[src/rtl/sref_pkg.sv]
package sref_pkg;

  typedef enum logic [2:0] {
    ST_IDLE,
    ST_TRC,
    ST_SR_MIN,
    ST_SR_HOLD,
    ST_EXIT
  } seq_state_t;

  typedef struct packed {
    logic cs_n;
    logic ras_n;
    logic cas_n;
    logic we_n;
  } sd_cmd_t;

  localparam sd_cmd_t CMD_NOP  = '{cs_n: 1'b0, ras_n: 1'b1, cas_n: 1'b1, we_n: 1'b1};
  localparam sd_cmd_t CMD_AREF = '{cs_n: 1'b0, ras_n: 1'b0, cas_n: 1'b0, we_n: 1'b1};

endpackage

[src/rtl/refresh_interval_timer.sv]
module refresh_interval_timer #(
  parameter int INTERVAL = 1562
) (
  input  logic clk,
  input  logic rst_n,
  input  logic run,
  output logic tick
);
  localparam int TW = (INTERVAL > 2) ? $clog2(INTERVAL) : 1;
  localparam logic [TW-1:0] LAST = TW'(INTERVAL - 1);

  logic [TW-1:0] count_q;

  assign tick = run && (count_q == LAST);

  always_ff @(posedge clk) begin
    if (!rst_n || !run) begin
      count_q <= '0;
    end else if (count_q == LAST) begin
      count_q <= '0;
    end else begin
      count_q <= count_q + 1'b1;
    end
  end
endmodule

[src/rtl/refresh_debt_counter.sv]
module refresh_debt_counter #(
  parameter int MAX_DEBT = 8
) (
  input  logic clk,
  input  logic rst_n,
  input  logic tick,
  input  logic take,
  input  logic clear,
  output logic nonzero,
  output logic full
);
  localparam int DW = $clog2(MAX_DEBT + 1);
  localparam logic [DW-1:0] TOP = DW'(MAX_DEBT);

  logic [DW-1:0] debt_q;

  assign nonzero = (debt_q != '0);
  assign full    = (debt_q == TOP);

  always_ff @(posedge clk) begin
    if (!rst_n || clear) begin
      debt_q <= '0;
    end else begin
      case ({tick, take})
        2'b10:   if (debt_q != TOP) debt_q <= debt_q + 1'b1;
        2'b01:   if (debt_q != '0) debt_q <= debt_q - 1'b1;
        default: debt_q <= debt_q;
      endcase
    end
  end
endmodule

[src/rtl/refresh_seq_fsm.sv]
module refresh_seq_fsm
  import sref_pkg::*;
#(
  parameter int T_RC    = 7,
  parameter int T_RAS   = 5,
  parameter int T_XSR   = 8,
  parameter int CATCHUP = 4096
) (
  input  logic    clk,
  input  logic    rst_n,
  input  logic    want_ref,
  input  logic    sr_req,
  input  logic    gnt,
  output logic    take,
  output logic    clear,
  output logic    seq_active,
  output logic    ref_req,
  output logic    busy,
  output sd_cmd_t cmd,
  output logic    cke
);
  localparam int XSR_A   = (T_XSR > T_RC) ? T_XSR : T_RC;
  localparam int XSR_EFF = (XSR_A > 2) ? XSR_A : 2;
  localparam int CMAX_A  = (XSR_EFF > T_RAS) ? XSR_EFF : T_RAS;
  localparam int CW      = $clog2(CMAX_A + 1);
  localparam int LW      = $clog2(CATCHUP + 1);

  seq_state_t    state_q;
  logic [CW-1:0] cnt_q;
  logic [LW-1:0] left_q;
  sd_cmd_t       cmd_q;
  logic          cke_q;
  logic          seq_q;
  logic          xfer;

  assign ref_req    = (state_q == ST_IDLE) && (want_ref || sr_req);
  assign busy       = (state_q != ST_IDLE);
  assign xfer       = ref_req && gnt;
  assign take       = xfer && !sr_req;
  assign clear      = xfer && sr_req;
  assign seq_active = seq_q;
  assign cmd        = cmd_q;
  assign cke        = cke_q;

  always_ff @(posedge clk) begin
    if (!rst_n) begin
      state_q <= ST_IDLE;
      cnt_q   <= '0;
      left_q  <= '0;
      cmd_q   <= CMD_NOP;
      cke_q   <= 1'b1;
      seq_q   <= 1'b0;
    end else begin
      cmd_q <= CMD_NOP;
      case (state_q)
        ST_IDLE: begin
          if (xfer) begin
            cmd_q <= CMD_AREF;
            if (sr_req) begin
              cke_q   <= 1'b0;
              seq_q   <= 1'b1;
              cnt_q   <= CW'(T_RAS - 1);
              state_q <= ST_SR_MIN;
            end else begin
              cnt_q   <= CW'(T_RC - 1);
              left_q  <= '0;
              state_q <= ST_TRC;
            end
          end
        end
        ST_TRC: begin
          if (cnt_q != '0) begin
            cnt_q <= cnt_q - 1'b1;
          end else if (left_q == '0) begin
            seq_q   <= 1'b0;
            state_q <= ST_IDLE;
          end else begin
            cmd_q  <= CMD_AREF;
            cnt_q  <= CW'(T_RC - 1);
            left_q <= left_q - 1'b1;
          end
        end
        ST_SR_MIN: begin
          if (cnt_q != '0) cnt_q <= cnt_q - 1'b1;
          else             state_q <= ST_SR_HOLD;
        end
        ST_SR_HOLD: begin
          if (!sr_req) begin
            cke_q   <= 1'b1;
            cnt_q   <= CW'(XSR_EFF - 1);
            state_q <= ST_EXIT;
          end
        end
        ST_EXIT: begin
          if (cnt_q != '0) begin
            cnt_q <= cnt_q - 1'b1;
          end else begin
            cmd_q   <= CMD_AREF;
            cnt_q   <= CW'(T_RC - 1);
            left_q  <= LW'(CATCHUP - 1);
            state_q <= ST_TRC;
          end
        end
        default: state_q <= ST_IDLE;
      endcase
    end
  end
endmodule

[src/rtl/sdram_refresh_sequencer.sv]
module sdram_refresh_sequencer
  import sref_pkg::*;
#(
  parameter int CLK_MHZ      = 100,
  parameter int WINDOW_MS    = 64,
  parameter int REF_ROWS     = 4096,
  parameter int T_RC         = 7,
  parameter int T_RAS        = 5,
  parameter int T_XSR        = 8,
  parameter int MAX_POSTPONE = 8,
  parameter int CATCHUP      = REF_ROWS
) (
  input  logic clk,
  input  logic rst_n,
  input  logic sr_req,
  input  logic ref_gnt,
  output logic ref_req,
  output logic ref_urgent,
  output logic busy,
  output logic cke,
  output logic cs_n,
  output logic ras_n,
  output logic cas_n,
  output logic we_n
);
  localparam int RAW_INTERVAL = (CLK_MHZ * 1000 * WINDOW_MS) / REF_ROWS;
  localparam int INTERVAL     = (RAW_INTERVAL > 2) ? RAW_INTERVAL : 2;

  logic    tick, take, clear, seq_active, owed;
  sd_cmd_t cmd;

  refresh_interval_timer #(.INTERVAL(INTERVAL)) u_timer (
    .clk  (clk),
    .rst_n(rst_n),
    .run  (!seq_active),
    .tick (tick)
  );

  refresh_debt_counter #(.MAX_DEBT(MAX_POSTPONE)) u_debt (
    .clk    (clk),
    .rst_n  (rst_n),
    .tick   (tick),
    .take   (take),
    .clear  (clear),
    .nonzero(owed),
    .full   (ref_urgent)
  );

  refresh_seq_fsm #(
    .T_RC   (T_RC),
    .T_RAS  (T_RAS),
    .T_XSR  (T_XSR),
    .CATCHUP(CATCHUP)
  ) u_fsm (
    .clk       (clk),
    .rst_n     (rst_n),
    .want_ref  (owed),
    .sr_req    (sr_req),
    .gnt       (ref_gnt),
    .take      (take),
    .clear     (clear),
    .seq_active(seq_active),
    .ref_req   (ref_req),
    .busy      (busy),
    .cmd       (cmd),
    .cke       (cke)
  );

  assign cs_n  = cmd.cs_n;
  assign ras_n = cmd.ras_n;
  assign cas_n = cmd.cas_n;
  assign we_n  = cmd.we_n;
endmodule

[config.mk]
export PLATFORM = sky130hd
export DESIGN_NAME = sdram_refresh_sequencer
export DESIGN_NICKNAME = d
export VERILOG_FILES = /design/src/rtl/sref_pkg.sv /design/src/rtl/refresh_interval_timer.sv /design/src/rtl/refresh_debt_counter.sv /design/src/rtl/refresh_seq_fsm.sv /design/src/rtl/sdram_refresh_sequencer.sv
export SDC_FILE = /design/constraint.sdc
export NUM_CORES = 1
export LEC_CHECK = 0
export ABC_AREA = 1
export BUFFER_PORTS_ARGS = -buffer_cell sky130_fd_sc_hd__buf_2
export CORE_ASPECT_RATIO = 0.5
export CORE_MARGIN = 8
export CORE_UTILIZATION = 50
export CTS_CLUSTER_DIAMETER = 100
export DETAILED_ROUTE_END_ITERATION = 7
export HOLD_SLACK_MARGIN = 0.15
export PLACE_DENSITY_LB_ADDON = 0.2
export SYNTH_ARGS = -nofsm -noshare
export SYNTH_HDL_FRONTEND = slang
export SYNTH_HIERARCHICAL = 1
export SYNTH_SLANG_ARGS = --single-unit
export TNS_END_PERCENT = 20
[constraint.sdc]
create_clock -name clk -period 2.1 [get_ports clk]
set_input_delay 0.42 -clock clk [delete_from_list [all_inputs] [get_ports clk]]
set_output_delay 0.42 -clock clk [all_outputs]
set_load 0.01 [all_outputs]
# After elaboration in Yosys (flattened, before gate mapping)
# Index checks and enable logic that the tools add are counted.
dict set report word_totals {
  regBits 41
  inputBits 4
  out_inout_bits 8
  word_cells 105
}
dict set report classes {
  addsub 5
  eq_ne 22
  muxes 39
  n_reduce_logical 28
}
# cell n
set op_table {}
lappend op_table {{13-bit 2-to-1 mux} 5}
lappend op_table {{13-bit one-hot mux with 3 select lines} 1}
lappend op_table {{4-bit 2-to-1 mux} 9}
lappend op_table {{3-bit 2-to-1 mux} 9}
lappend op_table {{4-bit one-hot mux with 5 select lines} 1}
lappend op_table {{3-bit one-hot mux with 5 select lines} 1}
lappend op_table {{2-bit != test (second input constant)} 7}
lappend op_table {{13-bit logical NOT} 1}
lappend op_table {{13-bit by 1-bit subtractor with 13-bit output (second input constant)} 1}
lappend op_table {{4-bit one-hot mux with 3 select lines} 1}
lappend op_table {{6-bit AND reduction} 2}
lappend op_table {{11-bit by 1-bit adder with 11-bit output (second input constant)} 1}
lappend op_table {{11-bit == test (second input constant)} 1}
lappend op_table {{2-bit by 1-bit != test with 1-bit output (second input constant)} 5}
lappend op_table {{5-bit AND reduction} 2}
lappend op_table {{4-bit one-hot mux with 2 select lines} 1}
lappend op_table {{4-bit nonzero test} 2}
lappend op_table {{4-bit by 1-bit subtractor with 4-bit output (second input constant)} 2}
lappend op_table {{1-bit 2-to-1 mux} 7}
lappend op_table {{3-bit by 2-bit == test with 1-bit output (second input constant)} 2}
lappend op_table {{2-bit nonzero test} 3}
lappend op_table {{3-bit nonzero test} 2}
lappend op_table {{1-bit logical AND} 5}
lappend op_table {{5-bit nonzero test} 1}
lappend op_table {{other kinds (16)} 22}

# Depth between registers and ports, before layout
# Gate-level depths: netlist of the first run.
dict set report logic_depth {
  word_depth 8
  mapped_depth 15
  depth_no_buf 15
}

# Modules after synthesis
# The synthesis of the first run kept the hierarchy.
# module n_inst cells_each area_each_um2 seq_area_each_um2
set modules_own_cells {}
lappend modules_own_cells {refresh_seq_fsm 1 271 1605.3 460.4}
lappend modules_own_cells {refresh_interval_timer 1 85 585.6 220.2}
lappend modules_own_cells {refresh_debt_counter 1 54 334.1 80.1}
lappend modules_own_cells {sdram_refresh_sequencer 1 1 3.8 0.0}

# Worst setup path after synthesis of the first run
# No wires, ideal clock.
dict set report synth_path {
  path_kind {register to register}
  start {reg u_fsm.state_q[0]}
  end {reg u_debt.debt_q[2]}
  setup_time_ns 0.070
  t_arrival_ns 1.960
  required_time_ns 2.030
  slack_ns 0.070
  stages_incl_launch_ff 12
  n_path_buf 0
  period_less_slack_ns 2.030
  path_cell_list {dfxtp_1 nor2_2 nand2_2 nor4_1 nand3_1 nand2_1 inv_1 ha_1 inv_1 nand2_1 xor2_1 a21oi_1}
}
dict set report synth_between {
  elab_chain_cells 7
  elab_cells_between_ends 13
  classes_between {eq/ne (4); mux (1); reduce/logical (8)}
}
# element line_no
set synth_rtl {}
lappend synth_rtl {{start, declared} refresh_seq_fsm.sv:28} ;# seq_state_t state_q;
lappend synth_rtl {{start signal, assigned} refresh_seq_fsm.sv:47} ;# state_q <= ST_IDLE;
lappend synth_rtl {{start signal, assigned} refresh_seq_fsm.sv:63} ;# state_q <= ST_SR_MIN;
lappend synth_rtl {{start signal, assigned} refresh_seq_fsm.sv:67} ;# state_q <= ST_TRC;
lappend synth_rtl {{3-bit logical NOT *} refresh_seq_fsm.sv:36} ;# assign ref_req = (state_q == ST_IDLE) && (want_ref || sr_req);
lappend synth_rtl {{1-bit logical AND *} refresh_seq_fsm.sv:36}
lappend synth_rtl {{1-bit logical AND *} refresh_seq_fsm.sv:38} ;# assign xfer = ref_req && gnt;
lappend synth_rtl {{1-bit logical AND *} refresh_seq_fsm.sv:39} ;# assign take = xfer && !sr_req;
lappend synth_rtl {{named net take} sdram_refresh_sequencer.sv:29} ;# logic tick, take, clear, seq_active, owed;
lappend synth_rtl {{2-bit by 1-bit == test with 1-bit output / 2-bit == test (equally long branches)} refresh_debt_counter.sv:24} ;# case ({tick, take})
lappend synth_rtl {{2-bit by 1-bit != test with 1-bit output (no source line) / 2-bit nonzero test (equally long branches)} --}
lappend synth_rtl {{3-bit AND reduction (no source line)} --}
lappend synth_rtl {{end signal, assigned} refresh_debt_counter.sv:25} ;# 2'b10: if (debt_q != TOP) debt_q <= debt_q + 1'b1;
lappend synth_rtl {{end signal, assigned} refresh_debt_counter.sv:26} ;# 2'b01: if (debt_q != '0) debt_q <= debt_q - 1'b1;
lappend synth_rtl {{end signal, assigned} refresh_debt_counter.sv:27} ;# default: debt_q <= debt_q;
lappend synth_rtl {{end, declared} refresh_debt_counter.sv:15} ;# logic [DW-1:0] debt_q;
# The timed path passes the listed nets; every way through them passes the cells marked *.
# A chain may end at the register's enable or synchronous reset.

# Worst setup path in the final report of the first run
dict set report layout_path {
  start {reg u_fsm.state_q[1]}
  end {reg u_debt.debt_q[2]}
}
# Same word-level chain as after synthesis.

==> reports/results.txt, run 1 <==
The number of nets in the synthesized netlist is 420. Most frequent standard cell in the layout excluding fill and tap cells: sky130_fd_sc_hd__nand2_1. The flip-flop cell with the highest count after synthesis was sky130_fd_sc_hd__dfxtp_1. Number of endpoints failing setup at the final stage: 0. The total area inside the core boundary comes to 4910 µm². The total overflow left after global routing is 0.

The count of input and output buffers was 9. In this design, the stage delay of the slowest critical-path cell is 0.38 ns. Measured along the x axis, the die boundary spans 117 µm. The detailed router used layers up to and including met4.

For this block, the routed nets add up to 5.42 mm of wire. The critical path goes through nor2_4 > nand2_2 > nor4_2 > buf_4 > nand3_1 > nand2_1 > inv_1 > ha_1 > inv_1 > nand2_1 > xor2_1 > a21oi_1. In the final timing run, aggregate negative setup slack is 0 ns. The run gives 0 as the number of slew-limit violations in the final report. Power spread over the standard cell area amounts to 1410 nW/µm². The number of vias in the routed layout was 2489; the level count of the clock H-tree was 2. The post-synthesis instance area came out at 2530 µm². The total met2 wirelength after detailed routing was 2.58 mm; the average detailed-routed wire length per instance was 11.0 µm. For the clock latency of the later-clocked register in the worst-skew pair, the log shows 0.29 ns. The flow ran to the end, and the final reports show no timing, DRC or antenna violations.

The tools report the final-report hold violation count as 0. The gate family responsible for the most delay along the worst path is simple AND/OR/NAND/NOR gates. The number of buffers and inverters on the critical path is 3. The share of synthesized area occupied by flip-flops and latches was 30.1%. The first-pass GRT wire length was 8.99 mm.

The upper clock frequency limit was 508 MHz; the maximum number of pins on one net before global-route repair was 25. Counting the buffers created by CTS gives 5. The tools report the post-synthesis cell type count as 33. The worst min-delay path category is flip-flop to flip-flop. For the worst setup path, the data arrival time is 2.14 ns.

The run gives 7730 µm² as the die area. 12 I/O pins were placed. Of all flip-flops after synthesis, the portion carrying an async set or reset was 0%. The final layout contains 432 nets. The max-capacitance violation count is 0, and the wire length on met1 is 2.52 mm. Counting flops with a built-in enable in the synthesized netlist gives 0.

For this block, the initial DRC count from the detailed router was 87. Detailed routing placed a total of 245 µm of wire on met3. Startpoint kind of the worst setup timing path: a flip-flop.

The library cell contributing the largest single delay on the critical path was sky130_fd_sc_hd__dfxtp_1. For the routability congestion estimate, the log shows 0.934. The initial utilization of the core area, before any placement, comes to 51.5%.

The logs give 486 for the total instance count after detailed placement and 2143 for the via count of the first global-routing pass. IR analysis of the VDD net gives a maximum drop of 0.549 mV. The run gives 6 as the number of warnings printed during yosys synthesis. The post-route worst hold slack was 0.442 ns; the depth of the most critical reg-to-reg path was 12.

The number of remaining DRC errors was 0. The worst setup path is captured at a flip-flop. Die height: 66.3 µm. The cell count after synthesis came out at 411. Clock tree synthesis selected as its root buffer the cell sky130_fd_sc_hd__clkbuf_8. The type of the worst setup path is flip-flop to flip-flop. For this design, the CTS-stage hold fixing added 0 buffers. The number of diodes was 0; the maximum fanout along the worst path was 7.

Number of cells traversed by the worst hold path: 2. In the layout the commonest cells are 103 x sky130_fd_sc_hd__nand2_1, 67 x sky130_fd_sc_hd__nor2_1, 57 x sky130_fd_sc_hd__inv_1. Counting along the longest clock path gives a buffer depth of 2. The run gives 38 as the number of clock sinks. The critical path runs through a total of 12 cells.

Number of rows created at floorplan: 18. In the final layout, the share of cells above drive strength 1 is 15.6%. Synthesis inferred 38 register bits. The maximum clock skew at final layout was 0.00548 ns; the half-perimeter wire length of the detailed placement result was 3.94 mm. The count of nets left with antenna violations once routing finished came out at 0. The post-synthesis average cell area is 6.15 µm². Counting I/O delays and the setup requirement, the final critical path takes 1.97 ns. Buffers added to address setup during post-CTS repair amount to 0.

After layout, the worst path uses 93.7% of the clock period. TritonCTS built the clock tree. The count of cells in the finished layout, fillers not included, comes to 494. Post-detailed-route via-to-cell ratio: 5.04. At the worst endpoint, the required time is 2.28 ns.

The total iterations of the first detailed-routing run was 5. After clock tree synthesis, the clock-pin slew on the worst setup and hold paths is 0.08 ns. The layout overhead on the synthesized area is 9.05%. The initial antenna violation count was 0. The logs give 56.2% for the final core area utilization and 14.3% for the global router's overall resource usage. Summed over all cells, the static leakage comes to 1.38 nW.
[cells by family (layout without fill, tap and decap cells)]
group,Yosys count,count (layout),synth area share [%]
buffers and inverters,76,89,12.8
AND/OR/NAND/NOR,239,239,42.5
XOR/XNOR,6,6,2.08
adder cells (fa/ha/maj),5,5,2.47
AO/OA/AOI/OAI,45,45,9.85
flip-flops,38,38,30.1
other,2,2,0.297
[flip-flops by register name, summed over array words and instances (netlist names)]
signal            count
u_fsm/cnt_q           4
u_fsm/cmd             1
u_fsm/seq_active      1
u_fsm/left_q         13
u_debt/debt_q         4
u_fsm/state_q         3
u_timer/count_q      11
u_fsm/cke             1
[power by group]
group	leakage [nW]	switching [W]	internal [W]
Clock	0.0472	0.000261	0.000264
Sequential	0.313	0.000167	0.000916
Combinational	1.02	0.00153	0.000765
Total	1.38	0.00196	0.00194
[cells in the mapped netlist, types with 6 or more instances]
| library cell | n | area (µm²) |
|---|---|---|
| sky130_fd_sc_hd__inv_2 | 9 | 33.8 |
| sky130_fd_sc_hd__nand3_1 | 30 | 150 |
| sky130_fd_sc_hd__inv_1 | 57 | 214 |
| sky130_fd_sc_hd__nand2_1 | 104 | 390 |
| sky130_fd_sc_hd__nand3_2 | 6 | 60.1 |
| sky130_fd_sc_hd__dfxtp_1 | 38 | 761 |
| sky130_fd_sc_hd__nand4_1 | 7 | 43.8 |
| sky130_fd_sc_hd__nor2_2 | 7 | 43.8 |
| sky130_fd_sc_hd__nor2_1 | 67 | 251 |
| sky130_fd_sc_hd__a21oi_1 | 17 | 85.1 |
| sky130_fd_sc_hd__o21ai_0 | 20 | 100 |
[area by class of cell]
cell class	instances	area, µm²
clock buffer	6	82.6
timing repair buffer	15	90.1
sequential	38	768
clock inverter	2	12.5
inverter	66	248
multi-input combinational	297	1470
fill	482	2150
tap	70	87.6
[per-stage QoR]
stage	cell area, µm²	setup slack, ns	power, W
global placement	2630	0.176	0.00328
global route	2760	-0.0494	0.00431
floorplan	2530	0.0701	0.00295
CTS	2730	0.0320	0.00388
detailed placement	2630	0.0789	0.00333
finish	2760	0.132	0.00390
[worst min-delay path: cells and delay by family (launching register included)]
kind | cells | cell delay [ns]
DFF | 1 | 0.31
and+or+nand+nor | 2 | 0.09
[per-layer routing]
layer | vias to the layer above | track usage, %
met5 | - | 0
met4 | 0 | 5.37
met3 | 12 | 3.92
met2 | 48 | 25.7
met1 | 1131 | 16.0
li1 | 1298 | -
[worst paths after layout]
path / slack, ns / to / startpoint
worst max register to register: 0.13 / u_debt/debt_q[2]$_SDFFE_PP0P_ / u_fsm/state_q[1]$_SDFFE_PN0P_
worst max-delay path: 0.13 / u_debt/debt_q[2]$_SDFFE_PP0P_ / u_fsm/state_q[1]$_SDFFE_PN0P_
worst min-delay path: 0.44 / u_fsm/left_q[12]$_SDFFE_PN0P_ / u_fsm/left_q[12]$_SDFFE_PN0P_
worst min register to register: 0.44 / u_fsm/left_q[12]$_SDFFE_PN0P_ / u_fsm/left_q[12]$_SDFFE_PN0P_
[repair_timing]
| action | CTS | global route |
|---|---|---|
| hold endpoints to repair | 0 | 0 |
| gates resized for setup | 0 | 11 |
| setup endpoints to repair | 0 | 1 |
Power figures use the tool's default switching activity.
==> inputs of run 2 (changes only) <==
==> constraint.sdc (replaced) <==
create_clock -name clk -period 2.53 [get_ports clk]
set_input_delay 0.506 -clock clk [delete_from_list [all_inputs] [get_ports clk]]
set_output_delay 0.506 -clock clk [all_outputs]
set_load 0.01 [all_outputs]
==> run 2 against run 1 <==
Clock-buffer cell count rose by 1. Core utilization is 1.2 points lower. Maximum frequency shrank 8.0%. Clock power down 4%. Clock skew increased by 0.0015 ns. Power is 17% lower. Largest cell class unchanged. Largest power group unchanged. Highest routed layer unchanged.
==> reports/results.txt, run 2 (same netlist as run 1, synthesis figures left out) <==
The tools report the final net count as 427 (was 432). Cell Chain, Critical Path: ha_1 > nand4_1 > nor3_1 > inv_2 > nand2_2 > nand2_1 > nand2_1 > inv_1 > ha_1 > inv_1 > nand2_1 > xor2_1 > a21oi_1 (was nor2_4 > nand2_2 > nor4_2 > buf_4 > nand3_1 > nand2_1 > inv_1 > ha_1 > inv_1 > nand2_1 > xor2_1 > a21oi_1). The number of endpoints failing setup at the final stage is 0 (unchanged), and the half-perimeter wire length of the detailed placement result is 3.88 mm (was 3.94 mm). Registers with the highest flip-flop counts: u_fsm/left_q (13), u_timer/count_q (11) (unchanged).

The share of the clock period used by the worst path after layout was 84.5% (was 93.7%); the total instance count after detailed placement was 481 (was 486). For the number of DRC markers in iteration 0, the log shows 93 (was 87). The initial antenna violation count came out at 0 (unchanged). Register with the most flip-flops: u_fsm/left_q (unchanged). The die area is 7730 µm² (unchanged). The tools report the post-route worst hold slack as 0.446 ns (was 0.442 ns). The tools report the critical path capture point type as a flip-flop (unchanged). The startpoint kind of the worst setup timing path is a flip-flop (unchanged).

The count of hold-fix buffers inserted at cts was 0 (unchanged); the number of vias in the routed layout was 2444 (was 2489). Post-CTS setup buffer count: 0 (unchanged). For the I/O pin total, the log shows 12 (unchanged).

The cell area after placement was 2590 µm² (was 2630 µm²). Leading cell types in the layout, fill and taps excluded: 104 x sky130_fd_sc_hd__nand2_1, 67 x sky130_fd_sc_hd__nor2_1, 57 x sky130_fd_sc_hd__inv_1 (was 103 x sky130_fd_sc_hd__nand2_1, 67 x sky130_fd_sc_hd__nor2_1, 57 x sky130_fd_sc_hd__inv_1). For the critical path data required time, the log shows 2.75 ns (was 2.28 ns).

The post-detailed-route via-to-cell ratio is 5.00 (was 5.04). The total congestion overflow is 0 (unchanged), and the die height is 66.3 µm (unchanged). Setup repair after global routing left no endpoint under its margin.

The max-capacitance violation count is 0 (unchanged), and the share of final-layout standard cells stronger than drive strength 1 is 11.7% (was 15.6%). The most frequent standard cell in the layout excluding fill and tap cells was sky130_fd_sc_hd__nand2_1 (unchanged). Gate family responsible for the most delay along the worst path: simple AND/OR/NAND/NOR gates (unchanged). The upper clock frequency limit was 468 MHz (was 508 MHz); the total negative setup slack was 0 ns (unchanged). The most frequent cell on the critical path was sky130_fd_sc_hd__nand2_1.

For the overall power of the completed layout, the log shows 0.00326 W (was 0.00390 W). The minimum clock period is 2.14 ns (was 1.97 ns). The worst min-delay path category is flip-flop to flip-flop (unchanged). The number of buffers on the longest clock path was 2 (unchanged); the global router's overall resource usage was 14.6% (was 14.3%). The floorplan core area is 4910 µm² (unchanged). TritonCTS built the clock tree.

The logs give 1.35 nW (was 1.38 nW) for the reported leakage power and 0 (unchanged) for the number of cells upsized or downsized after cts. The run finished with clean final reports. The total iterations of the first detailed-routing run was 5 (unchanged); the final-report hold violation count was 0 (unchanged). The tools report the number of rows created at floorplan as 18 (unchanged).

The run gives 0.409 mV (was 0.549 mV) as the worst supply voltage drop on vdd. Maximum number of pins on one net before global-route repair: 25 (unchanged). The clock tree root driver cell is sky130_fd_sc_hd__clkbuf_8 (unchanged). The number of buffers created by CTS was 5 (unchanged). Areal power density over the cells: 1210 nW/µm² (was 1410 nW/µm²).

The delay of the slowest critical-path stage was 0.42 ns (was 0.38 ns). The number of slew-limit violations in the final report is 0 (unchanged). The routability congestion estimate came out at 0.851 (was 0.934).

The count of input and output buffers was 9 (unchanged); the number of remaining DRC errors was 0 (unchanged). The type of the worst setup path is flip-flop to flip-flop (unchanged). The combined buffer and inverter count along the critical path works out to 3 (unchanged).

The layout overhead on the synthesized area is 6.78% (was 9.05%), and the die boundary width is 117 µm (unchanged). The maximum fanout along the worst path is 4 (was 7), and the first-pass GRT wire length is 9.34 mm (was 8.99 mm). The average detailed-routed wire length per instance is 10.8 µm (was 11.0 µm). The via count of the first global-routing pass is 2259 (was 2143). The library cell contributing the largest single delay on the critical path was sky130_fd_sc_hd__nor3_1 (was sky130_fd_sc_hd__dfxtp_1).

The data arrival at the endpoint of the critical path is 2.36 ns (was 2.14 ns). The number of diodes was 0 (unchanged). The flip-flop count of the largest register, all copies and words added is 13 (unchanged), and the area of all placed cells without fillers is 2700 µm² (was 2760 µm²). The layout filler cell count was 485 (was 482); the count of antenna-violating nets left after detailed routing was 0 (unchanged). The level count of the clock H-tree is 2 (unchanged), and the number of clock sinks is 38 (unchanged). The clock-pin slew on the worst setup and hold paths was 0.08 ns (about the same); the maximum clock skew at final layout was 0.00694 ns (was 0.00548 ns). The clock latency of the later-clocked register in the worst-skew pair came out at 0.29 ns (about the same). For the initial core utilization, the log shows 51.5% (unchanged). For the routed wire length, the log shows 5.26 mm (was 5.42 mm). The run gives 489 (was 494) as the number of cells in the finished layout apart from fillers.
run 2: cell count changes in the layout (fill, tap and decap cells not counted), moves of 2 or more:
cell                       delta
sky130_fd_sc_hd__dfxtp_1      +6
sky130_fd_sc_hd__dfxtp_2      -6
sky130_fd_sc_hd__buf_4        -5
sky130_fd_sc_hd__clkbuf_1     +2
sky130_fd_sc_hd__nor3_1       +2
sky130_fd_sc_hd__nor3_2       -2
run 2: final cells by class:
cell class                      count  area (µm²)  share of cell area (%)
Clock buffer                        7        76.3                    2.83
Clock inverter                      1        30.0                    1.11
Inverter                           66         248                    9.18
Multi-Input combinational cell    297        1450                    53.5
Sequential cell                    38         761                    28.2
Tap cell                           70        87.6                    3.24
Timing Repair Buffer               10        52.6                    1.95
run 2: final timing paths:
check,depth (start not counted),start,to,slack [ns]
worst min register to register,2,u_fsm/left_q[12]$_SDFFE_PN0P_,u_fsm/left_q[12]$_SDFFE_PN0P_,0.45
worst max-delay path,13,u_timer/count_q[0]$_SDFF_PP0_,u_debt/debt_q[2]$_SDFFE_PP0P_,0.39
worst max register to register,13,u_timer/count_q[0]$_SDFF_PP0_,u_debt/debt_q[2]$_SDFFE_PP0P_,0.39
worst min-delay path,2,u_fsm/left_q[12]$_SDFFE_PN0P_,u_fsm/left_q[12]$_SDFFE_PN0P_,0.45
run 2: power breakdown:
| part | total (W) | switching, W | internal [W] |
|---|---|---|---|
| registers | 0.000890 | 0.000132 | 0.000758 |
| clock network | 0.000505 | 0.000210 | 0.000295 |
| logic | 0.00186 | 0.00125 | 0.000607 |
| total | 0.00326 | 0.00159 | 0.00166 |
run 2: layer usage:
layer  wire length, µm  track usage, %  part of all wire [%]  up-vias
met5                 0               0                     0        -
met4                49            5.21                  0.93        0
met3               159            3.37                   3.0        7
met2              2480            25.9                    47       25
met1              2580            17.2                    49     1118
li1                  -               -                     -     1294
run 2: through the flow:
step                      setup slack, ns  util (%)
after floorplan                     0.500         -
after global placement              0.522      52.8
after detailed placement            0.396      52.8
after CTS                           0.377      55.0
after global routing                0.160      55.0
final                               0.391      55.0
run 2: worst reg2reg max path, stage by stage, from the launching register on:
cell	delay (ns)
sky130_fd_sc_hd__dfxtp_1	0.39
sky130_fd_sc_hd__ha_1	0.19
sky130_fd_sc_hd__nand4_1	0.09
sky130_fd_sc_hd__nor3_1	0.42
sky130_fd_sc_hd__inv_2	0.09
sky130_fd_sc_hd__nand2_2	0.10
sky130_fd_sc_hd__nand2_1	0.08
sky130_fd_sc_hd__nand2_1	0.10
sky130_fd_sc_hd__inv_1	0.05
sky130_fd_sc_hd__ha_1	0.16
sky130_fd_sc_hd__inv_1	0.05
sky130_fd_sc_hd__nand2_1	0.06
sky130_fd_sc_hd__xor2_1	0.16
sky130_fd_sc_hd__a21oi_1	0.14
